`config.mk`:
```
export PLATFORM = sky130hd
export DESIGN_NAME = pkt_dma_engine
export DESIGN_NICKNAME = d
export VERILOG_FILES = /design/src/rtl/pdma_pkg.sv /design/src/rtl/pdma_channel.sv /design/src/rtl/pdma_rr_arb.sv /design/src/rtl/pkt_dma_engine.sv
export SDC_FILE = /design/constraint.sdc
export NUM_CORES = 2
export LEC_CHECK = 0
export BUFFER_PORTS_ARGS = -buffer_cell sky130_fd_sc_hd__buf_4
export CAP_MARGIN = 25
export CORE_MARGIN = 2
export CORE_UTILIZATION = 25
export DETAILED_ROUTE_END_ITERATION = 8
export PLACE_DENSITY = 0.43
export SETUP_SLACK_MARGIN = 0.5
export SLEW_MARGIN = 5
export SYNTH_ARGS = -nofsm -noshare
export SYNTH_HDL_FRONTEND = slang
export SYNTH_SLANG_ARGS = --single-unit
```
`constraint.sdc`:
```
create_clock -name clk -period 4.9 [get_ports clk]
set_input_delay 0.98 -clock clk [delete_from_list [all_inputs] [get_ports clk]]
set_output_delay 0.98 -clock clk [all_outputs]
set_load 0.01 [all_outputs]
```
`src/rtl/pdma_pkg.sv`:
```
package pdma_pkg;

    localparam int CTRL_W = 11;
    localparam int EP_W   = 4;
    localparam int EP_N   = 1 << EP_W;
    localparam int LEN_W  = 7;

    localparam logic [11:0] REG_BASE = 12'h200;
    localparam logic [3:0]  OFF_STAT = 4'h0;
    localparam logic [3:0]  OFF_CTRL = 4'h4;
    localparam logic [3:0]  OFF_ADDR = 4'h8;
    localparam logic [3:0]  OFF_CNT  = 4'hC;

    typedef enum logic [1:0] {CH_IDLE, CH_WAIT_EP, CH_BURST, CH_DONE} ch_state_e;
    typedef enum logic {ARB_IDLE, ARB_HOLD} arb_state_e;

    typedef struct packed {
        logic [1:0]      burst;
        logic            berr;
        logic [EP_W-1:0] ep;
        logic            ie;
        logic            mode1;
        logic            dir;
        logic            en;
    } ctrl_t;

    function automatic logic [LEN_W-1:0] burst_bytes(input logic [1:0] kind);
        unique case (kind)
            2'd0: return 7'd4;
            2'd1: return 7'd16;
            2'd2: return 7'd32;
            default: return 7'd64;
        endcase
    endfunction

endpackage

```
`src/rtl/pdma_channel.sv`:
```
module pdma_channel
    import pdma_pkg::*;
#(
    parameter int AW  = 32,
    parameter int CW  = 17,
    parameter int PKW = 11
) (
    input  logic                clk,
    input  logic                rst_n,
    input  logic                wr_ctrl,
    input  logic                wr_addr,
    input  logic                wr_cnt,
    input  logic [31:0]         wdata,
    input  logic [PKW-1:0]      pkt_size,
    input  logic [EP_N-1:0]     ep_req,
    input  logic                ack,
    input  logic                err,
    output logic                req,
    output logic [LEN_W-1:0]    req_len,
    output ctrl_t               ctrl_o,
    output logic [AW-1:0]       addr_o,
    output logic [CW-1:0]       cnt_o,
    output logic                done
);

    ch_state_e      state_q, state_d;
    ctrl_t          ctrl_q;
    logic [AW-1:0]  addr_q;
    logic [CW-1:0]  cnt_q;
    logic [PKW-1:0] pkt_left;

    logic           ready, active, start, abort, ep_hit, pkt_end;
    logic [PKW-1:0] bb_w, chunk_w, first_pkt;

    always_comb begin
        ready     = (state_q == CH_IDLE) || (state_q == CH_DONE);
        active    = (state_q == CH_WAIT_EP) || (state_q == CH_BURST);
        start     = wr_ctrl && wdata[0] && ready;
        abort     = wr_ctrl && !wdata[0] && active;
        ep_hit    = ep_req[ctrl_q.ep];
        bb_w      = PKW'(burst_bytes(ctrl_q.burst));
        chunk_w   = (pkt_left < bb_w) ? pkt_left : bb_w;
        pkt_end   = (chunk_w == pkt_left);
        first_pkt = (cnt_q < CW'(pkt_size)) ? cnt_q[PKW-1:0] : pkt_size;
    end

    // next-state logic
    always_comb begin
        state_d = state_q;
        unique case (state_q)
            CH_IDLE, CH_DONE: begin
                state_d = CH_IDLE;
                if (start) begin
                    if (cnt_q == '0 || pkt_size == '0) state_d = CH_DONE;
                    else if (wdata[2])                 state_d = CH_WAIT_EP;
                    else                               state_d = CH_BURST;
                end
            end
            CH_WAIT_EP: begin
                if (abort)       state_d = CH_IDLE;
                else if (ep_hit) state_d = CH_BURST;
            end
            CH_BURST: begin
                if (abort) state_d = CH_IDLE;
                else if (ack) begin
                    if (err) state_d = CH_DONE;
                    else if (pkt_end)
                        state_d = (ctrl_q.mode1 && cnt_q != CW'(chunk_w)) ? CH_WAIT_EP : CH_DONE;
                end
            end
            default: state_d = CH_IDLE;
        endcase
    end

    // state register
    always_ff @(posedge clk or negedge rst_n) begin
        if (!rst_n) state_q <= CH_IDLE;
        else        state_q <= state_d;
    end

    // register file and transfer datapath
    always_ff @(posedge clk or negedge rst_n) begin
        if (!rst_n) begin
            ctrl_q   <= '0;
            addr_q   <= '0;
            cnt_q    <= '0;
            pkt_left <= '0;
        end else begin
            if (wr_addr && !active) addr_q <= wdata[AW-1:0];
            if (wr_cnt && !active)  cnt_q  <= wdata[CW-1:0];
            if (state_q == CH_BURST && ack && !abort) begin
                if (err) ctrl_q.berr <= 1'b1;
                else begin
                    addr_q   <= addr_q + AW'(chunk_w);
                    cnt_q    <= cnt_q - CW'(chunk_w);
                    pkt_left <= pkt_left - chunk_w;
                end
            end
            if (state_q == CH_DONE) ctrl_q.en <= 1'b0;
            if (wr_ctrl && (ready || abort)) ctrl_q <= ctrl_t'(wdata[CTRL_W-1:0]);
            if (state_d == CH_BURST && state_q != CH_BURST) pkt_left <= first_pkt;
        end
    end

    // outputs
    always_comb begin
        req     = (state_q == CH_BURST);
        done    = (state_q == CH_DONE);
        req_len = chunk_w[LEN_W-1:0];
        ctrl_o  = ctrl_q;
        addr_o  = addr_q;
        cnt_o   = cnt_q;
    end

    // a packet in flight never exceeds the bytes still owed
    a_r2_pkt_within_cnt: assert property (@(posedge clk) disable iff (!rst_n)
        (state_q == CH_BURST) |-> (pkt_left != '0 && CW'(pkt_left) <= cnt_q));

    a_r6_err_ends: assert property (@(posedge clk) disable iff (!rst_n)
        (state_q == CH_BURST && ack && err && !wr_ctrl) |=> (state_q == CH_DONE && ctrl_q.berr));

    a_r7_abort_idle: assert property (@(posedge clk) disable iff (!rst_n)
        abort |=> (state_q == CH_IDLE && !req));

    a_r9_en_clears: assert property (@(posedge clk) disable iff (!rst_n)
        (state_q == CH_DONE && !wr_ctrl) |=> !ctrl_q.en);

endmodule

```
`src/rtl/pdma_rr_arb.sv`:
```
module pdma_rr_arb
    import pdma_pkg::*;
#(
    parameter int NCH = 8,
    localparam int IW = (NCH > 1) ? $clog2(NCH) : 1
) (
    input  logic           clk,
    input  logic           rst_n,
    input  logic [NCH-1:0] req,
    input  logic           ack,
    output logic           grant,
    output logic [IW-1:0]  owner
);

    arb_state_e    state_q, state_d;
    logic [IW-1:0] owner_q, last_q, pick_idx, cand;
    logic          pick_valid;

    always_comb begin
        pick_valid = 1'b0;
        pick_idx   = last_q;
        for (int i = 1; i <= NCH; i++) begin
            cand = IW'((int'(last_q) + i) % NCH);
            if (!pick_valid && req[cand]) begin
                pick_valid = 1'b1;
                pick_idx   = cand;
            end
        end
    end

    always_comb begin
        state_d = state_q;
        unique case (state_q)
            ARB_IDLE: if (pick_valid) state_d = ARB_HOLD;
            ARB_HOLD: if (ack || !req[owner_q]) state_d = ARB_IDLE;
            default:  state_d = ARB_IDLE;
        endcase
    end

    always_ff @(posedge clk or negedge rst_n) begin
        if (!rst_n) state_q <= ARB_IDLE;
        else        state_q <= state_d;
    end

    always_ff @(posedge clk or negedge rst_n) begin
        if (!rst_n) begin
            owner_q <= '0;
            last_q  <= IW'(NCH - 1);
        end else if (state_q == ARB_IDLE && pick_valid) begin
            owner_q <= pick_idx;
            last_q  <= pick_idx;
        end
    end

    always_comb begin
        grant = (state_q == ARB_HOLD) && req[owner_q];
        owner = owner_q;
    end

    a_r5_owner_stable: assert property (@(posedge clk) disable iff (!rst_n)
        (state_q == ARB_HOLD && !ack && req[owner_q]) |=> (state_q == ARB_HOLD && owner_q == $past(owner_q)));

    a_r5_rotate: assert property (@(posedge clk) disable iff (!rst_n)
        (state_q == ARB_IDLE && $countones(req) > 1) |=> (owner_q != $past(last_q)));

endmodule

```
`src/rtl/pkt_dma_engine.sv`:
```
module pkt_dma_engine
    import pdma_pkg::*;
#(
    parameter int NCH = 8,
    parameter int AW  = 32,
    parameter int CW  = 17,
    parameter int PKW = 11
) (
    input  logic                     clk,
    input  logic                     rst_n,
    input  logic                     reg_wr,
    input  logic                     reg_rd,
    input  logic [11:0]              reg_addr,
    input  logic [31:0]              reg_wdata,
    output logic [31:0]              reg_rdata,
    output logic                     irq,
    input  logic [15:0]              ep_req,
    input  logic [NCH*PKW-1:0]       ch_pkt_size,
    output logic                     mem_req,
    input  logic                     mem_ack,
    input  logic                     mem_err,
    output logic [AW-1:0]            mem_addr,
    output logic [6:0]               mem_len,
    output logic [1:0]               mem_burst,
    output logic                     mem_to_fifo,
    output logic [3:0]               mem_ep,
    output logic [$clog2(NCH)-1:0]   mem_chan
);

    localparam int IW = $clog2(NCH);
    localparam logic [11:0] REG_END = 12'(int'(REG_BASE) + NCH * 16);

    logic           win, stat_clr;
    logic [IW-1:0]  sel, owner;
    logic [3:0]     off;
    logic           grant;
    logic [NCH-1:0] req_v, done_v, ack_v, ie_v, status_q;

    ctrl_t            ctrl_v [NCH];
    logic [AW-1:0]    addr_v [NCH];
    logic [CW-1:0]    cnt_v  [NCH];
    logic [LEN_W-1:0] len_v  [NCH];

    always_comb begin
        win      = (reg_addr >= REG_BASE) && (reg_addr < REG_END);
        sel      = reg_addr[4 +: IW];
        off      = reg_addr[3:0];
        stat_clr = reg_rd && win && off == OFF_STAT && sel == '0;
    end

    for (genvar i = 0; i < NCH; i++) begin : g_ch
        logic hit;
        assign hit      = reg_wr && win && sel == IW'(i);
        assign ack_v[i] = mem_ack && grant && owner == IW'(i);
        assign ie_v[i]  = ctrl_v[i].ie;

        pdma_channel #(.AW(AW), .CW(CW), .PKW(PKW)) u_ch (
            .clk      (clk),
            .rst_n    (rst_n),
            .wr_ctrl  (hit && off == OFF_CTRL),
            .wr_addr  (hit && off == OFF_ADDR),
            .wr_cnt   (hit && off == OFF_CNT),
            .wdata    (reg_wdata),
            .pkt_size (ch_pkt_size[i*PKW +: PKW]),
            .ep_req   (ep_req),
            .ack      (ack_v[i]),
            .err      (mem_err),
            .req      (req_v[i]),
            .req_len  (len_v[i]),
            .ctrl_o   (ctrl_v[i]),
            .addr_o   (addr_v[i]),
            .cnt_o    (cnt_v[i]),
            .done     (done_v[i])
        );
    end

    pdma_rr_arb #(.NCH(NCH)) u_arb (
        .clk   (clk),
        .rst_n (rst_n),
        .req   (req_v),
        .ack   (mem_ack),
        .grant (grant),
        .owner (owner)
    );

    always_ff @(posedge clk or negedge rst_n) begin
        if (!rst_n) status_q <= '0;
        else        status_q <= (stat_clr ? '0 : status_q) | done_v;
    end

    always_comb begin
        mem_req     = grant;
        mem_addr    = addr_v[owner];
        mem_len     = len_v[owner];
        mem_burst   = ctrl_v[owner].burst;
        mem_to_fifo = ctrl_v[owner].dir;
        mem_ep      = ctrl_v[owner].ep;
        mem_chan    = owner;
        irq         = |(status_q & ie_v);
    end

    always_comb begin
        reg_rdata = '0;
        if (win) begin
            unique case (off)
                OFF_STAT: reg_rdata = (sel == '0) ? 32'(status_q) : '0;
                OFF_CTRL: reg_rdata = 32'(ctrl_v[sel]);
                OFF_ADDR: reg_rdata = 32'(addr_v[sel]);
                OFF_CNT:  reg_rdata = 32'(cnt_v[sel]);
                default:  reg_rdata = '0;
            endcase
        end
    end

    a_r5_one_ack: assert property (@(posedge clk) disable iff (!rst_n) $onehot0(ack_v));

    a_r8_done_flags: assert property (@(posedge clk) disable iff (!rst_n)
        (|done_v) |=> (|status_q));

endmodule

```
After elaboration in Yosys (flattened, before gate mapping)
Index checks and enable logic that the tools add are counted.

Bits in registers: 599. Bits in latches: 0. Memory bits (writable): 0. Bits in read-only memories: 0. Bits of input ports: 154. Output and inout bits: 83. Logic and storage cells: 833. Memories kept: 0.

$add $sub $neg: 32. $mul: 0. Divide/modulo/power cells: 0. Magnitude comparators: 37. Equality and inequality tests: 97. Shifts and indexed selects: 0. Muxes and demuxes: 277. Bitwise gates (word level): 5. Reductions and logical operators: 293.

Operators by type and width (number): $mux 32 (29); $mux 11 (44); $mux 17 (26); $add 32x11->32 (8); $bmux 32 s3 (2); $pmux 7 s3 (8); $mux 2 (73); $logic_and 1x1->1 (143); $logic_not 17->1 (8); $lt 17x11->1 (8); $ne 17x11->1 (8); $sub 17x11->17 (8); $pmux 32 s4 (1); $eq 11x11->1 (8); $logic_not 11->1 (8); $lt 11x7->1 (8); $sub 11x11->11 (8); $mux 9 (8); $bmux 11 s3 (2); $eq 2x2->1 const B (32); $reduce_bool 2->1 (32); $bmux 17 s3 (1); $pmux 2 s3 (8); $mux 1 (44); 35 further kinds (216).

Depth between registers and ports, before layout
Depth after elaboration: 27. Gate-level depth with buffers: 20. Depth with buffers taken out: 18.

Hierarchy
From an unflattened synthesis, not the netlist that was laid out.

Cells, all modules: 5819. Area, all modules: 54177.0 µm².

By module, submodules not included: pdma_channel at g_ch[0].u_ch ... (times used 5, cells an instance 634, area each 5652.9 µm², seq. area each 1826.8 µm²); pkt_dma_engine (times used 1, cells an instance 548, area each 7188.1 µm², seq. area each 200.2 µm²); pdma_channel at g_ch[1].u_ch (times used 1, cells an instance 675, area each 5893.2 µm², seq. area each 1826.8 µm²); pdma_channel at g_ch[7].u_ch (times used 1, cells an instance 662, area each 5826.8 µm², seq. area each 1826.8 µm²); pdma_channel at g_ch[6].u_ch (times used 1, cells an instance 644, area each 5783.0 µm², seq. area each 1826.8 µm²); pdma_rr_arb (times used 1, cells an instance 120, area each 1221.2 µm², seq. area each 178.9 µm²).

Worst setup path before layout
No wires, ideal clock.

Path kind: register to register. Start: reg g_ch[4].u_ch.ctrl_q (netlist bit g_ch[4].u_ch.ctrl_o[9]). End: reg g_ch[4].u_ch.pkt_left[8]. Library setup time: 129 ps. Arrival: 4524 ps. Required time: 4771 ps. Setup slack: 247 ps. Cell stages (with the launch flop): 19. Buffers on the path: 3. Clock period less this slack: 4653 ps. Cells stage by stage: dfrtp_1 nand2b_1 ha_1 a21oi_1 o21ai_0 a211oi_1 clkbuf_1 a21oi_1 ha_1 nand4_1 or4_1 o211a_1 a211o_1 and4_1 a2111o_1 buf_2 buf_2 a211oi_1 a21oi_1.

Longest elaborated chain between the ends: 16. Elaborated cells on any way between the ends: 24. Classes of those cells: add/sub (1); order compare (1); eq/ne (6); mux (11); reduce/logical (5).

RTL lines: start, declared (line pdma_channel.sv:27) `ctrl_t ctrl_q;`; start signal, assigned (line pdma_channel.sv:100) `if (wr_ctrl && (ready || abort)) ctrl_q <= ctrl_t'(wdata[CTRL_W-1:0]);`; $eq 2x2->1 (tied with other cells) (line pdma_pkg.sv:28) `unique case (kind)`; $pmux 7 s3 (*) (line pdma_pkg.sv:28); $lt 11x7->1 (line pdma_channel.sv:42) `chunk_w = (pkt_left < bb_w) ? pkt_left : bb_w;`; $mux 11 (*) (line pdma_channel.sv:42); $ne 17x11->1 (line pdma_channel.sv:68) `state_d = (ctrl_q.mode1 && cnt_q != CW'(chunk_w)) ? CH_WAIT_EP : CH_DONE;`; $logic_and 1x1->1 (line pdma_channel.sv:68); $mux 2 (line pdma_channel.sv:68); $mux 2 (line pdma_channel.sv:67) `else if (pkt_end)`; $mux 2 (line pdma_channel.sv:66) `if (err) state_d = CH_DONE;`; $mux 2 (line pdma_channel.sv:65) `else if (ack) begin`; $mux 2 (line pdma_channel.sv:64) `if (abort) state_d = CH_IDLE;`; $pmux 2 s3 (line pdma_channel.sv:50) `unique case (state_q)`; $eq 2x2->1 (line pdma_channel.sv:101) `if (state_d == CH_BURST && state_q != CH_BURST) pkt_left <= first_pkt;`; $logic_and 1x1->1 (line pdma_channel.sv:101); $ne 2x1->1 (no line) or $reduce_bool 2->1 (tied branches); $reduce_and 2->1 (no line); end signal, assigned (line pdma_channel.sv:96) `pkt_left <= pkt_left - chunk_w;`; end signal, assigned (line pdma_channel.sv:101); end, declared (line pdma_channel.sv:30) `logic [PKW-1:0] pkt_left;`.

Every way passes the cells marked *; elsewhere a longest branch is shown, timed or not. The select of a mux whose other input is x is not followed. A chain may end at the register's enable or synchronous reset.

Worst setup path after layout
Start: reg g_ch[1].u_ch.ctrl_q (netlist bit g_ch[1].u_ch.ctrl_o[9]). End: out mem_len[2].

Longest elaborated chain between the ends: 7. Elaborated cells on any way between the ends: 9. Classes of those cells: order compare (1); eq/ne (2); mux (5); reduce/logical (1).

RTL lines: start, declared (line pdma_channel.sv:27); start signal, assigned (line pdma_channel.sv:100); $eq 2x2->1 (tied with other cells) (line pdma_pkg.sv:28); $pmux 7 s3 (*) (line pdma_pkg.sv:28); $lt 11x7->1 (line pdma_channel.sv:42); $mux 11 (*) (line pdma_channel.sv:42); $bmux 7 s3 (*) (line pkt_dma_engine.sv:94) `mem_len = len_v[owner];`; $mux 7 (implied by the code) (*) (2 in series) (line pkt_dma_engine.sv:94); end, declared (line pkt_dma_engine.sv:23) `output logic [6:0] mem_len,`.

Marks and branches as above.

==> out/qor.yml <==
floorplanning:
  dieHeight_um: 467
  die_area_mm2: 0.219
  dieWidth_um: 467
  rows: 170
  core_area_mm2: 0.214
  initial_core_util_pct: 25.1
  io-pin-count: 237
setup_path:
  end_kind: "output port"
  cp_cell_sequence: "nand2b_4 > ha_4 > a21oi_2 > o22ai_2 > nor3_4 > buf_6 > nand2_2 > o31ai_2 > buf_4 > clkinvlp_4 > mux4_2 > mux2i_2 > buf_4 > buf_6"
  r2r-start: "g_ch[4].u_ch.ctrl_o[9]"
  critPathCapture: "mem_len[2]"
  cp_num_buf_inv: 5
  cp.depth: 14
  r2r_setup_slack_ps: 530
  worstRegToRegCells: 18
  worstReg2RegEnd: "g_ch[4].u_ch.pkt_left[9]"
  crit_slowest_cell: "mux4_2"
  critPathMaxFanout: 5
  crit_arrival_ps: 3760
  crit_path_start_kind: "flip-flop"
  crit_start: "g_ch[1].u_ch.ctrl_o[9]"
  critPathMaxStageDelay_ps: 560
  crit_type: "flip-flop to output port"
  critPathTopFamily: "buffers and inverters"
  cp.required_ps: 3920
yosys:
  yosysTopAreaCellShare_pct: 27.8
  synthCells: 5962
  synth_cell_types: 96
  synth_edf_count: 0
  ys_ff_latch: 599
  syn_area_per_cell_um2: 9.01
  yosysMostFrequentCell: "dfrtp_1"
  async_flop_share_pct: 100
  syn_area_mm2: 0.0537
  synth-main-ff-cell: "dfrtp_1"
  synth_top_area_cell: "dfrtp_1"
  yosys-top-cells-count: "596 x dfrtp_1, 584 x nand2_1, 482 x nor2_1, 346 x ha_1, 338 x o21ai_0"
  synth_area_leaders: "dfrtp_1 28%, mux4_2 11%, ha_1 8.1%, mux2i_1 5.5%, nand2_1 4.1%"
  yosysWarnings: 0
  ys_seq_area_share_pct: 27.9
clocking:
  clk_pin_slew_worst_paths_ps: 60
  cts.sinks: 599
  cts_tree: "done"
  cts.htree.levels: 3
  cts_inserted_buffers: 89
  clock_path_buffers: 3
  clock_latency_ps: 740
  holdBufCountCts: 0
  cts_root_buffer: "clkbuf_16"
hold_path:
  hold_class: "primary input to async pin"
finish:
  layout-drive-gt1-share_pct: 22.6
  ff_latch_area_mm2: 0.0150
  areaGrowthSynthToFinish_pct: 22.3
  nets: 6923
  multiInputGateArea_mm2: 0.0378
  fillerInstances: 22600
status:
  outcome: "finished, final reports clean"
route:
  drt-total-wl_um: 254000
  vias: 52000
  drtPass1Iterations: 6
  ant_nets: 0
  vias_per_cell: 5.58
  drtIter0Drc: 4909
  drt-wirelength-per-cell_um: 27.3
  drcViolationCount: 0
timing:
  max_slew_margin_pct: 22.8
  final.min_clock_period_ps: 4740
  setup_viol: 0
  rsz0062_at_grt: "yes"
  tightestPinTransition_ps: 1150
  skew_ps: 33.9
  finalCritPeriodShare_pct: 96.8
  final_hold_viol_count: 0
  timing.hold.ws_ps: 231
  max_freq_mhz: 211
  totalNegativeSetupSlack_ps: 0
  drv_slew: 0
global_routing:
  grt_overflow: 0
  grt_pass1_wl_um: 366000
  grt_use_total_pct: 22.7
  grt_pass1_vias: 50700
  antenna_found_initial: 17
  grt_max_degree: 102
placed_design:
  io_buffers: 236
  dpl.hpwl_um: 193000
  gp_congestion: 0.934
power:
  leakagePower_nw: 29.0
  p_int_mw: 9.63
  combPwrFrac_pct: 9.0
  ir_drop_v: 0.000256
  p_sw_mw: 3.61
  totalPowerFinal_mw: 13.2
  p_clk_share_pct: 53.1
  switching_share_pct: 27.2
  pwr-share-seq_pct: 37.9
  power_density_mw_per_mm2: 201
job:
  cap_violations: 0
how the worst min path moves through the flow:
stage                     slack, ps                 startpoint                   endpoint  cells after the start
final                           230                      rst_n  g_ch[7].u_ch.pkt_left[10]                      1
after CTS                       240                      rst_n  g_ch[7].u_ch.pkt_left[10]                      1
after detailed placement        460  g_ch[5].u_ch.pkt_left[10]  g_ch[5].u_ch.pkt_left[10]                      1
after global placement          450  g_ch[5].u_ch.pkt_left[10]  g_ch[5].u_ch.pkt_left[10]                      1
after floorplan                 430  g_ch[5].u_ch.pkt_left[10]  g_ch[5].u_ch.pkt_left[10]                      1
after global routing            270                      rst_n  g_ch[7].u_ch.pkt_left[10]                      1
cell families (layout without fill, tap and decap cells):
kind of cell	after synthesis	count (layout)	synth area share, %
adders and majority gates	362	362	8.66
AOI/OAI and AO/OA	1500	1500	18.7
muxes	695	695	19.3
DFF	599	599	27.9
other	2	80	0.0140
and+or+nand+nor	2011	2011	18.2
buffers and inverters	634	1079	4.66
xor gates and xnor gates	159	159	2.59
cells in the final DEF, fill, tap and decap left out, drive strengths merged, types with 106 or more instances in the layout:
master,instances
a21oi,314
xnor2,106
nor2,482
buf,610
ha,346
mux2,141
mux2i,295
dfrtp,596
nand3,158
nand2,584
nor3,167
inv,306
mux4,259
a211oi,133
clkbuf,132
o21ai,342
final cells by class:
| class | instances | area share [%] |
|---|---|---|
| antenna | 8 | 0.0305 |
| clock buffer | 130 | 4.01 |
| clock inverter | 31 | 0.705 |
| inverter | 304 | 1.74 |
| multi-input combinational | 4799 | 57.6 |
| sequential | 599 | 22.9 |
| tap | 2838 | 5.41 |
| timing repair buffer | 614 | 7.67 |
state kept, by name, summed over array words and instances, names as in the netlist:
signal and cells:
u_arb.owner 3, g_ch.u_ch.state_q 16, g_ch.u_ch.pkt_left 88, g_ch.u_ch.addr_o 256, u_arb.last_q 3, u_arb.state_q 1
status_q 8, g_ch.u_ch.cnt_o 136, g_ch.u_ch.ctrl_o 88
power by group through the flow:
| stage | combinational, mW | clock (mW) | sequential (mW) |
|---|---|---|---|
| after floorplan | 0.546 | 0 | 5.08 |
| after global placement | 1.15 | 0 | 5.10 |
| after detailed placement | 1.16 | 0 | 5.10 |
| after CTS | 1.18 | 7.16 | 5.01 |
| after global routing | 1.27 | 7.31 | 5.02 |
| final | 1.19 | 7.03 | 5.02 |
per-layer routing:
layer / GRT usage (%) / up-vias / wire, um
met5: 0 / - / 21
met4: 10.6 / 4 / 13500
met3: 3.00 / 420 / 14900
met2: 35.9 / 1887 / 114000
met1: 30.7 / 26300 / 112000
li1: - / 23300 / -
through the flow:
| stage | std cells | instance area, um2 | util [%] | setup slack, ps |
|---|---|---|---|---|
| floorplan | 6032 | 54000 | - | 479 |
| global placement | 9064 | 60500 | 28.3 | 87.8 |
| detailed placement | 9064 | 60500 | 28.3 | 2.91 |
| CTS | 9294 | 64900 | 30.3 | 118 |
| global route | 9319 | 65700 | 30.7 | 80.7 |
| finish | 9323 | 65700 | 30.7 | 158 |
timing repair:
| item | CTS | global route |
|---|---|---|
| cloned | 3 | 1 |
| gates resized for setup | 180 | 141 |
| setup endpoints to repair | 233 | 212 |
| buffers inserted | 66 | 20 |
| pin swaps | 26 | 34 |
Note: power is estimated with default switching activity, not from simulation.
